**src/rtl/memirq_pkg.sv**
```systemverilog
package memirq_pkg;
  localparam int REG_W     = 32;
  localparam int BUF_BIT   = 0;
  localparam int CNT_BIT   = 1;
  localparam int WAIT_BASE = 8;

  localparam logic [1:0] ADDR_PEND = 2'd0;
  localparam logic [1:0] ADDR_MASK = 2'd1;
  localparam logic [1:0] ADDR_CFG  = 2'd2;

  typedef enum logic [1:0] {
    RD_PEND = 2'd0,
    RD_MASK = 2'd1,
    RD_CFG  = 2'd2,
    RD_NONE = 2'd3
  } rdSel_e;

  typedef struct packed {
    logic   wrPend;
    logic   wrMask;
    logic   wrCfg;
    rdSel_e rdSel;
  } ctlStrobes_t;
endpackage

```
**src/rtl/memirq_edge_det.sv**
```systemverilog
module memirq_edge_det (
  input  logic clk,
  input  logic rstN,
  input  logic pinIn,
  input  logic fallSel,
  output logic evt
);
  logic [1:0] syncQ;
  logic       prevQ;
  logic       riseHit;
  logic       fallHit;

  always_ff @(posedge clk or negedge rstN) begin
    if (!rstN) begin
      syncQ <= '0;
      prevQ <= 1'b0;
    end else begin
      syncQ <= {syncQ[0], pinIn};
      prevQ <= syncQ[1];
    end
  end

  assign riseHit = syncQ[1] & ~prevQ;
  assign fallHit = ~syncQ[1] & prevQ;
  assign evt     = fallSel ? fallHit : riseHit;

  AST_EDGE_DIRECTION: assert property (@(posedge clk) disable iff (!rstN)
    evt |-> (syncQ[1] == !fallSel)) else $error("edge direction");
endmodule

```
**src/rtl/memirq_ctrl.sv**
```systemverilog
module memirq_ctrl
  import memirq_pkg::*;
(
  input  logic        [1:0] regAddr,
  input  logic              regWrEn,
  output ctlStrobes_t       strobes
);
  always_comb begin
    strobes        = '0;
    strobes.wrPend = regWrEn && (regAddr == ADDR_PEND);
    strobes.wrMask = regWrEn && (regAddr == ADDR_MASK);
    strobes.wrCfg  = regWrEn && (regAddr == ADDR_CFG);
    case (regAddr)
      ADDR_PEND: strobes.rdSel = RD_PEND;
      ADDR_MASK: strobes.rdSel = RD_MASK;
      ADDR_CFG:  strobes.rdSel = RD_CFG;
      default:   strobes.rdSel = RD_NONE;
    endcase
  end
endmodule

```
**src/rtl/memirq_dpath.sv**
```systemverilog
module memirq_dpath
  import memirq_pkg::*;
#(
  parameter int NUM_WAIT = 4
) (
  input  logic                clk,
  input  logic                rstN,
  input  ctlStrobes_t         strobes,
  input  logic [REG_W-1:0]    wrData,
  input  logic                nandBufEvt,
  input  logic                nandCntEvt,
  input  logic [NUM_WAIT-1:0] waitIn,
  output logic [REG_W-1:0]    rdData,
  output logic                irqOut
);
  localparam int NSRC = 2 + NUM_WAIT;

  logic [NSRC-1:0]     pendQ;
  logic [NSRC-1:0]     maskQ;
  logic [NUM_WAIT-1:0] polQ;
  logic [NUM_WAIT-1:0] waitEvt;
  logic [NSRC-1:0]     evtVec;
  logic [NSRC-1:0]     clrVec;
  logic [NSRC-1:0]     wrSrc;
  logic [NUM_WAIT-1:0] wrPol;

  function automatic logic [REG_W-1:0] spreadSrc(input logic [NSRC-1:0] v);
    logic [REG_W-1:0] w;
    w = '0;
    w[BUF_BIT] = v[0];
    w[CNT_BIT] = v[1];
    for (int i = 0; i < NUM_WAIT; i++) w[WAIT_BASE+i] = v[2+i];
    return w;
  endfunction

  function automatic logic [REG_W-1:0] spreadPol(input logic [NUM_WAIT-1:0] v);
    logic [REG_W-1:0] w;
    w = '0;
    for (int i = 0; i < NUM_WAIT; i++) w[WAIT_BASE+i] = v[i];
    return w;
  endfunction

  always_comb begin
    wrSrc    = '0;
    wrSrc[0] = wrData[BUF_BIT];
    wrSrc[1] = wrData[CNT_BIT];
    for (int i = 0; i < NUM_WAIT; i++) begin
      wrSrc[2+i] = wrData[WAIT_BASE+i];
      wrPol[i]   = wrData[WAIT_BASE+i];
    end
  end

  generate
    for (genvar p = 0; p < NUM_WAIT; p++) begin : g_pin
      memirq_edge_det u_det (
        .clk     (clk),
        .rstN    (rstN),
        .pinIn   (waitIn[p]),
        .fallSel (polQ[p]),
        .evt     (waitEvt[p])
      );
    end
  endgenerate

  assign evtVec = {waitEvt, nandCntEvt, nandBufEvt};
  assign clrVec = strobes.wrPend ? wrSrc : '0;

  always_ff @(posedge clk or negedge rstN) begin
    if (!rstN) begin
      pendQ <= '0;
      maskQ <= '0;
      polQ  <= '0;
    end else begin
      pendQ <= (pendQ & ~clrVec) | evtVec;
      if (strobes.wrMask) maskQ <= wrSrc;
      if (strobes.wrCfg)  polQ  <= wrPol;
    end
  end

  always_comb begin
    case (strobes.rdSel)
      RD_PEND: rdData = spreadSrc(pendQ);
      RD_MASK: rdData = spreadSrc(maskQ);
      RD_CFG:  rdData = spreadPol(polQ);
      default: rdData = '0;
    endcase
  end

  assign irqOut = |(pendQ & maskQ);

  AST_NAND_LATCH: assert property (@(posedge clk) disable iff (!rstN)
    nandBufEvt |=> pendQ[0]) else $error("nand latch");
  AST_EVENT_WINS: assert property (@(posedge clk) disable iff (!rstN)
    (|evtVec) |=> ((pendQ & $past(evtVec)) == $past(evtVec))) else $error("event wins");
  AST_W1C_CLEARS: assert property (@(posedge clk) disable iff (!rstN)
    strobes.wrPend |=> ((pendQ & $past(clrVec) & ~$past(evtVec)) == '0)) else $error("w1c");
  AST_PEND_STICKY: assert property (@(posedge clk) disable iff (!rstN)
    1'b1 |=> (($past(pendQ) & ~$past(clrVec) & ~pendQ) == '0)) else $error("sticky");
endmodule

```
**src/rtl/memirq_unit.sv**
```systemverilog
module memirq_unit
  import memirq_pkg::*;
#(
  parameter int NUM_WAIT = 4
) (
  input  logic                clk,
  input  logic                rstN,
  input  logic [1:0]          regAddr,
  input  logic                regWrEn,
  input  logic [31:0]         regWrData,
  output logic [31:0]         regRdData,
  input  logic                nandBufEvt,
  input  logic                nandCntEvt,
  input  logic [NUM_WAIT-1:0] waitIn,
  output logic                irqOut
);
  ctlStrobes_t strobes;

  memirq_ctrl u_ctrl (
    .regAddr (regAddr),
    .regWrEn (regWrEn),
    .strobes (strobes)
  );

  memirq_dpath #(.NUM_WAIT(NUM_WAIT)) u_dpath (
    .clk        (clk),
    .rstN       (rstN),
    .strobes    (strobes),
    .wrData     (regWrData),
    .nandBufEvt (nandBufEvt),
    .nandCntEvt (nandCntEvt),
    .waitIn     (waitIn),
    .rdData     (regRdData),
    .irqOut     (irqOut)
  );

  AST_MASK_ALL_QUIET: assert property (@(posedge clk) disable iff (!rstN)
    (regWrEn && regAddr == ADDR_MASK && regWrData == '0) |=> !irqOut)
    else $error("mask quiet");
endmodule

```
**config.mk**
```make
export PLATFORM = sky130hd
export DESIGN_NAME = memirq_unit
export DESIGN_NICKNAME = d
export VERILOG_FILES = /design/src/rtl/memirq_pkg.sv /design/src/rtl/memirq_edge_det.sv /design/src/rtl/memirq_ctrl.sv /design/src/rtl/memirq_dpath.sv /design/src/rtl/memirq_unit.sv
export SDC_FILE = /design/constraint.sdc
export NUM_CORES = 1
export LEC_CHECK = 0
export ABC_AREA = 0
export BUFFER_PORTS_ARGS = -buffer_cell sky130_fd_sc_hd__buf_2
export CAP_MARGIN = 25
export CORE_UTILIZATION = 25
export CTS_CLUSTER_DIAMETER = 200
export DETAILED_ROUTE_END_ITERATION = 16
export PLACE_DENSITY = 0.6
export SKIP_CTS_REPAIR_TIMING = 1
export SLEW_MARGIN = 10
export SYNTH_ARGS = -nofsm -noshare
export SYNTH_HDL_FRONTEND = slang
export SYNTH_SLANG_ARGS = --single-unit
```
**constraint.sdc**
```tcl
create_clock -name clk -period 1.1 [get_ports clk]
set_input_delay 0.165 -clock clk [delete_from_list [all_inputs] [get_ports clk]]
set_output_delay 0.165 -clock clk [all_outputs]
set_load 0.01 [all_outputs]
```
### After elaboration in Yosys (flattened, before gate mapping)

Cells that the tools add are included.

| storage, ports and cells | value |
|---|---|
| register bits after elaboration | 28 |
| input port bits | 43 |
| output and inout bits | 33 |
| word-level logic and storage cells | 48 |

| operators by class | value |
|---|---|
| equality and inequality tests | 4 |
| mux-type cells | 7 |
| bitwise operators | 20 |
| reduce and logical (&&, ||, !) cells | 6 |

Operators by type and width:

| operator | number |
|---|---|
| $pmux 12 s3 | 1 |
| $and 6x6->6 | 2 |
| $and 1x1->1 | 8 |
| $not 1->1 | 8 |
| $mux 6 | 1 |
| $not 6->6 | 1 |
| $or 6x6->6 | 1 |
| $pmux 2 s3 | 1 |
| $reduce_or 6->1 | 1 |
| $eq 2x1->1 const B | 2 |
| $eq 2x2->1 const B | 2 |
| $logic_not 2->1 | 2 |
| $mux 1 | 4 |
| $logic_and 1x1->1 | 3 |

### Logic depth before layout (Yosys ltp)

Gate-level depths: netlist (run 1).

| depth | value |
|---|---|
| depth after elaboration | 6 |
| gate-level depth with buffers | 3 |
| mapped depth without buffers | 2 |

### Cells and area by module

A second synthesis (run 1) with hierarchy kept.

| unflattened totals | value |
|---|---|
| cells, all modules | 114 |
| area, all modules | 1398.8 µm² |

Modules (own cells, without submodules):

| module | instances | cells an instance | area an instance (µm²) | sequential area each (µm²) |
|---|---|---|---|---|
| memirq_dpath | 1 | 85 | 975.9 | 400.4 |
| memirq_edge_det | 4 | 6 | 97.6 | 75.1 |
| memirq_ctrl | 1 | 5 | 32.5 | 0.0 |

### Worst setup path after synthesis (run 1)

OpenSTA, ideal clock, no wires.

| timing path | value |
|---|---|
| path kind | input to register |
| from | input regAddr[0] |
| to | register u_dpath.polQ[0] |
| setup time | 0.125 ns |
| arrival time | 0.790 ns |
| setup slack | 0.185 ns |
| stages | 3 |
| path buffers | 1 |
| cells stage by stage | buf_4 -> nand3b_4 -> mux2_2 |

| on the way | value |
|---|---|
| cells in the longest elaborated chain, start to end | 2 |

RTL lines:

| item | line | text |
|---|---|---|
| start: declaration | memirq_unit.sv:8 | `input logic [1:0] regAddr,` |
| $eq 2x2->1 | memirq_ctrl.sv:12 | `strobes.wrCfg = regWrEn && (regAddr == ADDR_CFG);` |
| $logic_and 1x1->1 | memirq_ctrl.sv:12 |  |
| end signal: assignment | memirq_dpath.sv:76 | `if (strobes.wrCfg) polQ <= wrPol;` |
| end: declaration | memirq_dpath.sv:20 | `logic [NUM_WAIT-1:0] polQ;` |

No other way between the ends.
A chain may end at the register's enable or synchronous reset.

### Worst setup path in the final report (run 1)

| timing path | value |
|---|---|
| from | register u_dpath.pendQ[5] |
| to | output irqOut |

| on the way | value |
|---|---|
| cells in the longest elaborated chain, start to end | 2 |

RTL lines:

| item | line | text |
|---|---|---|
| start: declaration | memirq_dpath.sv:18 | `logic [NSRC-1:0] pendQ;` |
| start signal: assignment | memirq_dpath.sv:74 | `pendQ <= (pendQ & ~clrVec) \| evtVec;` |
| $and 6x6->6 | memirq_dpath.sv:89 | `assign irqOut = \|(pendQ & maskQ);` |
| $reduce_or 6->1 | memirq_dpath.sv:89 |  |
| end: declaration | memirq_unit.sv:15 | `output logic irqOut` |

No other way between the ends.

==> results by group, run 1 <==
Outcome
  – Outcome: finished with violations
  – Failing checks: setup timing

Global routing
  – First-pass GRT wire length: ~3900 um
  – Global Route Usage Sum: between 8 and 9%
  – Largest net degree at the start of global routing: 29
  – Overflow after GRT: 0
  – Antenna violations before repair: 0
  – Number of global-route vias before repair: 838

Worst hold path
  – WHS Path Cells: 2
  – Hold WC Path Type: input port to flop
  – Min-delay src: regWrData[1]
  – Hold endpoint: u_dpath.pendQ[1]$_DFF_PN0_

Power and ir drop
  – Internal: between 1500 and 2000 uW
  – Worst IR Drop VDD: 430.4 uV
  – Pwr dens: ~1400 nW/um2
  – NetSw: around 600 uW
  – Reg power frac: 55.2%
  – Power share of the clock group: about a quarter
  – Share of power burned in combinational logic: 20.8%
  – Switching Fraction: between 20% and 30%
  – LEAKAGE: approximately 0.00080 uW

Die
  – Initial Util: 26.51%
  – Boundary pin count: between 70 and 80
  – Die Width: roughly 76 um
  – Row cnt: 26
  – Core area: about 5200 um2
  – Die Y: about 76 um
  – Die area: about 5800 um2

Critical path
  – Worst Path Class, Setup: flop to output pin
  – Worst Path Required: around 940 ps
  – Reg-to-Reg End: u_dpath.pendQ[5]$_DFF_PN0_
  – WP buf/inv: 1
  – Critical Path Start Type: flop
  – CP max stage cell: dfrtp_1
  – Worst Path Arrival: between 1000 and 1500 ps
  – Crit-path cells: a22oi_1, nand3_1, buf_2
  – Max Fanout on Critical Path: 3
  – CP endpoint kind: output pin
  – Reg2reg setup slack: 40 ps
  – RR Startpoint: u_dpath.polQ[3]$_DFFE_PN0P_
  – Reg2reg path depth: 3
  – Critical Path Max Stage Delay: 410 ps
  – Crit path max-delay family: flip-flops

Logic synthesis
  – Seq/Total Area, Yosys: between 50% and 60%
  – Top-area cell type share of the netlist area: 50.77%
  – Avg Cell Area, Syn: around 13 um2
  – Seq cells post-synth: 28
  – Synth Cell Area: ~1400 um2
  – Syn. warnings: 0
  – Mapped Cells: around 110
  – Synth top area cells: dfrtp_1 51%, buf_4 15%, mux2_2 8.2%, mux2i_1 4.4%, nand4bb_1 3.3%
  – Synth unique cells: 19
  – Cell taking the most area after synthesis: dfrtp_1

Timing
  – Final setup fails: 7
  – Tcrit/Tclk final: 118.2%
  – Clock skew: around 2.1 ps
  – Final min period: between 1000 and 1500 ps
  – Slew Limit Fails: 0
  – Setup slack after layout: -200.1 ps
  – Setup TNS: -851.8 ps
  – Final Hold Vio Count: 0
  – FMAX: 769.2 MHz
  – RSZ-0062 raised after global routing: true

Clock tree
  – TritonCTS Buffers: 3
  – Clock buffer depth: 2
  – Worst-path clk slew: around 90 ps
  – H-tree depth: 1
  – Worst skew pair latency: 270 ps
  – Root Driver: clkbuf_8
  – CTS tree: done
  – Clk sinks: 28

Drt
  – DRC Markers: 0
  – Routed WL: between 2000 and 2500 um
  – Detailed Route Iter0 Violations: 13
  – Drt pass-1 iters: 2
  – Antenna viol nets, final: 0
  – Avg WL per Cell: ~11 um
  – Via count: ~860
  – Via density: 3.945

Layout
  – Fin cells: about 220
  – Antenna Cells: 0
  – Nets: between 150 and 200
  – Fin util: a little under a third
  – Synthesis-to-layout area growth: 20.40%
  – Share of cells above drive strength 1: between 30% and 40%

Place
  – Placed insts: ~210
  – GPL Wtd Cong: 0.7267
  – DP Worst Slack: -47.09 ps
  – Port Buf Inserts: 23
  – Detailed Place HPWL: 1755 um

Job
  – Maximum Capacitance Violations: 0
## synth_stat cells (all sizes together)
cell     count
nand3b       2
and3b        3
nand3        1
inv          2
conb         1
a31oi        2
nor2         7
mux2        10
buf         28
nor2b        1
and2b        1
o2bb2ai      4
nor3b        2
nand4bb      4
mux2i        6
dfrtp       28
a22oi        3
a221o        4
## worst max path at each step
stage / startpoint / end / slack, ps / depth (start not counted)
global route: u_dpath.pendQ[3]$_DFF_PN0_ / irqOut / -260 / 3
detailed placement: regAddr[1] / regRdData[8] / -50 / 4
CTS: u_dpath.pendQ[4]$_DFF_PN0_ / irqOut / -240 / 3
global placement: regAddr[1] / regRdData[8] / -50 / 4
finish: u_dpath.pendQ[5]$_DFF_PN0_ / irqOut / -200 / 3
floorplan: regAddr[0] / u_dpath.polQ[0]$_DFFE_PN0P_ / 190 / 3
## area by class of cell
class	count	area, um2
Sequential cell	28	700.7
Timing Repair Buffer	40	267.8
Tap cell	70	87.58
Fill cell	560	3543
Clock buffer	3	41.29
Multi-Input combinational cell	76	556.8
Inverter	2	7.507
## layout by cell type (no fill, tap or decap), drive strengths merged, types with 4 or more instances in the layout
cell | Yosys | routed
nand4bb | 4 | 4
mux2i | 6 | 6
dlygate4sd3 | 0 | 5
nor2 | 7 | 7
buf | 28 | 35
mux2 | 10 | 10
a221o | 4 | 4
conb | 1 | 26
dfrtp | 28 | 28
o2bb2ai | 4 | 4
## cell families after synthesis
family	count (synthesis)	synth area share, %
buf+inv	30	16.05
flops	28	50.77
simple gates	21	12.42
mux	16	12.51
compound gates	13	7.978
other cells	1	0.2717
## power by group through the flow
stage | registers (uW) | logic [uW] | clock network (uW)
2_1_floorplan | 1230 | 339 | 0
3_3_place_gp | 1250 | 412 | 0
3_5_place_dp | 1260 | 417 | 0
4_1_cts | 1240 | 418 | 563
5_1_grt | 1260 | 519 | 601
6_report | 1240 | 468 | 540
## state kept, by name, summed over array words and instances (netlist names)
signal / cells
u_dpath.g_pin.u_det.syncQ: 8
u_dpath.maskQ: 6
u_dpath.pendQ: 6
u_dpath.g_pin.u_det.prevQ: 4
u_dpath.polQ: 4
## stage by stage
stage,hold slack (ps),cell area [um2],total power (uW)
floorplan,-130.6,1474,1568
global placement,120.7,1535,1667
detailed placement,124.9,1535,1676
CTS,-175.0,1577,2219
global route,83.24,1662,2377
finish,72.84,1662,2248
## worst reg2reg max path: stages (launching register included)
cell	delay (ps)
dfrtp_1	410
buf_4	140
nor2b_1	120
a221o_1	280
## per-layer routing
layer  GRT usage, %  wire (um)  vias up
met5              0          0        -
met4          4.615         44        0
met3          1.796        110        5
met2          14.59       1120       30
met1          10.50       1137      410
li1               -          -      419
Note: power is estimated with default switching activity, not from simulation.
==> inputs of run 2 (changes only) <==
Settings changed: CAP_MARGIN 25 to 20, SYNTH_HIERARCHICAL from default to 1.
==> run 2 against run 1 <==
Effect of this change:
- synthesized cell count rose by 4.6%
- first-iteration DRC count rose by 120%
- the run still ends with setup timing left
- worst hold slack got worse by 4.5 ps
- flip-flop and latch count did not move
- sequential power barely moved
- die area rose by 1.3%
==> results by group, run 2 <==
Clock tree
  – Clk sinks: 28 (unchanged)
  – Worst-path clk slew: 90 ps (about the same)
  – CTS tree: done
  – TritonCTS Buffers: 3 (unchanged)
  – Clock buffer depth: 2 (unchanged)
  – Root Driver: clkbuf_8
  – H-tree depth: 1 (unchanged)
  – Worst skew pair latency: 270 ps (about the same)

Critical path
  – Worst Path Class, Setup: flop to output pin
  – Critical Path Start Type: flop
  – Worst Path Required: 940 ps (about the same)
  – CP endpoint kind: output pin
  – Max Fanout on Critical Path: 2 (-1)
  – Worst Path Arrival: 1170 ps (+30 ps)

Die
  – Die area: 5898 um2 (+1.3%)
  – Die Y: 76.80 um (+0.66%)
  – Row cnt: 26 (unchanged)
  – Die Width: 76.80 um (+0.66%)
  – Core area: 5238 um2 (+0.62%)
  – Boundary pin count: 76 (unchanged)
  – Initial Util: 26.71% (+0.19 points)

Outcome
  – Failing checks: setup timing
  – Outcome: finished with violations

Logic synthesis
  – Top-area cell type share of the netlist area: 50.09% (-0.68 points)
  – Seq/Total Area, Yosys: 50.09% (-0.68 points)
  – Most frequent cell after synthesis: dfrtp_1
  – Ys async rst share: 100.0% (unchanged)
  – Avg Cell Area, Syn: 12.27 um2 (-3.1%)
  – Seq cells post-synth: 28 (unchanged)
  – Synth unique cells: 20 (+1)
  – Synth Cell Area: 1399 um2 (+1.4%)
  – EDFF count, synth: 0 (unchanged)
  – Mapped Cells: 114 (+4.6%)
  – Ys flop type: dfrtp_1
  – Syn. warnings: 6 (+6)
  – Cell taking the most area after synthesis: dfrtp_1
  – Commonest cells post-synth: 28 x dfrtp_1, 27 x buf_4
  – Synth top area cells: dfrtp_1 50%, buf_4 14%, mux2_4 6.4%, mux2i_1 4.3%, a21o_1 3.2%

Timing
  – Setup slack after layout: -230.3 ps (-30.16 ps)
  – Clock skew: 0.4564 ps (-1.657 ps)
  – Tcrit/Tclk final: 120.9% (+2.7 points)
  – RSZ-0062 raised after global routing: true
  – Final setup fails: 7 (unchanged)
  – Final min period: 1330 ps (+30.16 ps)
  – Slew Limit Fails: 0 (unchanged)
  – Setup TNS: -1134 ps (-282.2 ps)
  – FMAX: 751.7 MHz (-2.3%)
  – Final Hold Vio Count: 0 (unchanged)

Drt
  – Via count: 873 (+1.0%)
  – Antenna viol nets, final: 0 (unchanged)
  – Avg WL per Cell: 11.25 um (+2.1%)
  – Via density: 3.829 (-2.9%)
  – Routed WL: 2564 um (+6.3%)
  – DRC Markers: 0 (unchanged)
  – Detailed Route Iter0 Violations: 29 (+16)
  – Drt pass-1 iters: 4 (+2)

Global routing
  – Number of global-route vias before repair: 808 (-3.6%)
  – Largest net degree at the start of global routing: 29 (unchanged)
  – Overflow after GRT: 0 (unchanged)
  – First-pass GRT wire length: 3960 um (+0.35%)
  – Antenna violations before repair: 0 (unchanged)
  – Global Route Usage Sum: 8.584% (-0.14 points)

Layout
  – Max reg flops: 8 (unchanged)
  – Synthesis-to-layout area growth: 25.13%
  – Cell area after layout: 1750 um2 (+5.3%)
  – Antenna Cells: 0 (unchanged)
  – Most common cell after layout, fill and taps aside: dfrtp_1
  – Register bank with the most flops: u_dpath/g_pin.u_det/syncQ
  – Share of cells above drive strength 1: 41.14% (+6.9 points)
  – Nets: 202 (+4.1%)
  – Most frequent cells in the layout: 27 x dfrtp_1, 26 x conb_1, 22 x buf_2
  – Biggest regs: u_dpath/g_pin.u_det/syncQ (8), u_dpath/maskQ (6), u_dpath/pendQ (6)

Place
  – Port Buf Inserts: 23 (unchanged)
  – DP Worst Slack: -95.89 ps (-48.80 ps)
  – GPL Wtd Cong: 0.7291 (+0.33%)
  – Detailed Place HPWL: 1874 um (+6.8%)
  – Placed cell area: 1580 um2 (+2.9%)

Job
  – Maximum Capacitance Violations: 0 (unchanged)

Power and ir drop
  – LEAKAGE: 0.0008315 uW (+4.2%)
  – Worst IR Drop VDD: 657.3 uV (+53%)
  – Pwr dens: 1390 nW/um2 (+2.8%)
  – Total power: 2434 uW (+8.2%)

Worst hold path
  – Hold WC Path Type: input port to flop
run 2: cell count changes in the layout (fill, tap and decap cells not counted), sizes merged, moves of 2 or more:
cell	previous run	this run
o21ai	0	4
a21o	0	6
nand4bb	4	0
nor2	7	2
nand3b	2	4
inv	2	0
nand2b	0	4
buf	35	41
a31oi	2	0
nand2	0	6
a221o	4	0
run 2: through the flow:
| stage | util [%] | hold WS (ps) | instances |
|---|---|---|---|
| 6_report | 33.42 | 68.33 | 228 |
| 5_1_grt | 33.42 | 65.80 | 228 |
| 4_1_cts | 31.22 | -182.8 | 219 |
| 3_5_place_dp | 30.17 | 123.3 | 215 |
| 3_3_place_gp | 30.17 | 120.6 | 215 |
| 2_1_floorplan | - | -130.6 | 139 |
run 2: per-layer routing:
layer	part of all wire [%]	track usage, %	vias to the layer above
li1	-	-	427
met1	54	12.88	404
met2	40	11.61	37
met3	5.1	1.905	5
met4	1.3	3.462	0
met5	0	0	-
run 2: final cells by class:
class | count | area, um2
fill | 542 | 3487
tap | 70 | 87.58
clock buffer | 4 | 55.05
multi-input combinational | 80 | 579.3
sequential | 28 | 701.9
timing repair buffer | 46 | 326.6
run 2: final timing paths:
kind                                                           start                                        end  slack (ps)  cells past startpoint
setup / recovery                          u_dpath/pendQ[3]$_DFF_PN0_                                     irqOut        -230                      3
hold / removal                                            nandBufEvt                 u_dpath/pendQ[0]$_DFF_PN0_          70                      2
setup reg to reg                         u_dpath/polQ[3]$_DFFE_PN0P_                 u_dpath/pendQ[5]$_DFF_PN0_         140                      4
hold reg to reg            u_dpath/g_pin[2].u_det/syncQ[0]$_DFF_PN0_  u_dpath/g_pin[2].u_det/syncQ[1]$_DFF_PN0_         350                      0
max in group asynchronous                                       rstN                u_dpath/polQ[3]$_DFFE_PN0P_         580                      3
min in group asynchronous                                       rstN               u_dpath/maskQ[1]$_DFFE_PN0P_         360                      3
run 2: report_power, final:
part / switching [uW] / internal (uW)
sequential: 100 / 1150
clock: 313 / 320
combinational: 240 / 312
total: 653 / 1780
run 2: logic make-up after synthesis:
| group | synth area share, % |
|---|---|
| AO/OA/AOI/OAI | 9.838 |
| buffers and inverters | 16.64 |
| flip-flops | 50.09 |
| multiplexers | 13.95 |
| other | 0.2681 |
| AND/OR/NAND/NOR | 9.213 |
run 2: critical path, stage by stage, from the launching register on:
cell and delay, ps:
dfrtp_1 420, a22oi_2 230, nand3_2 120, buf_6 140
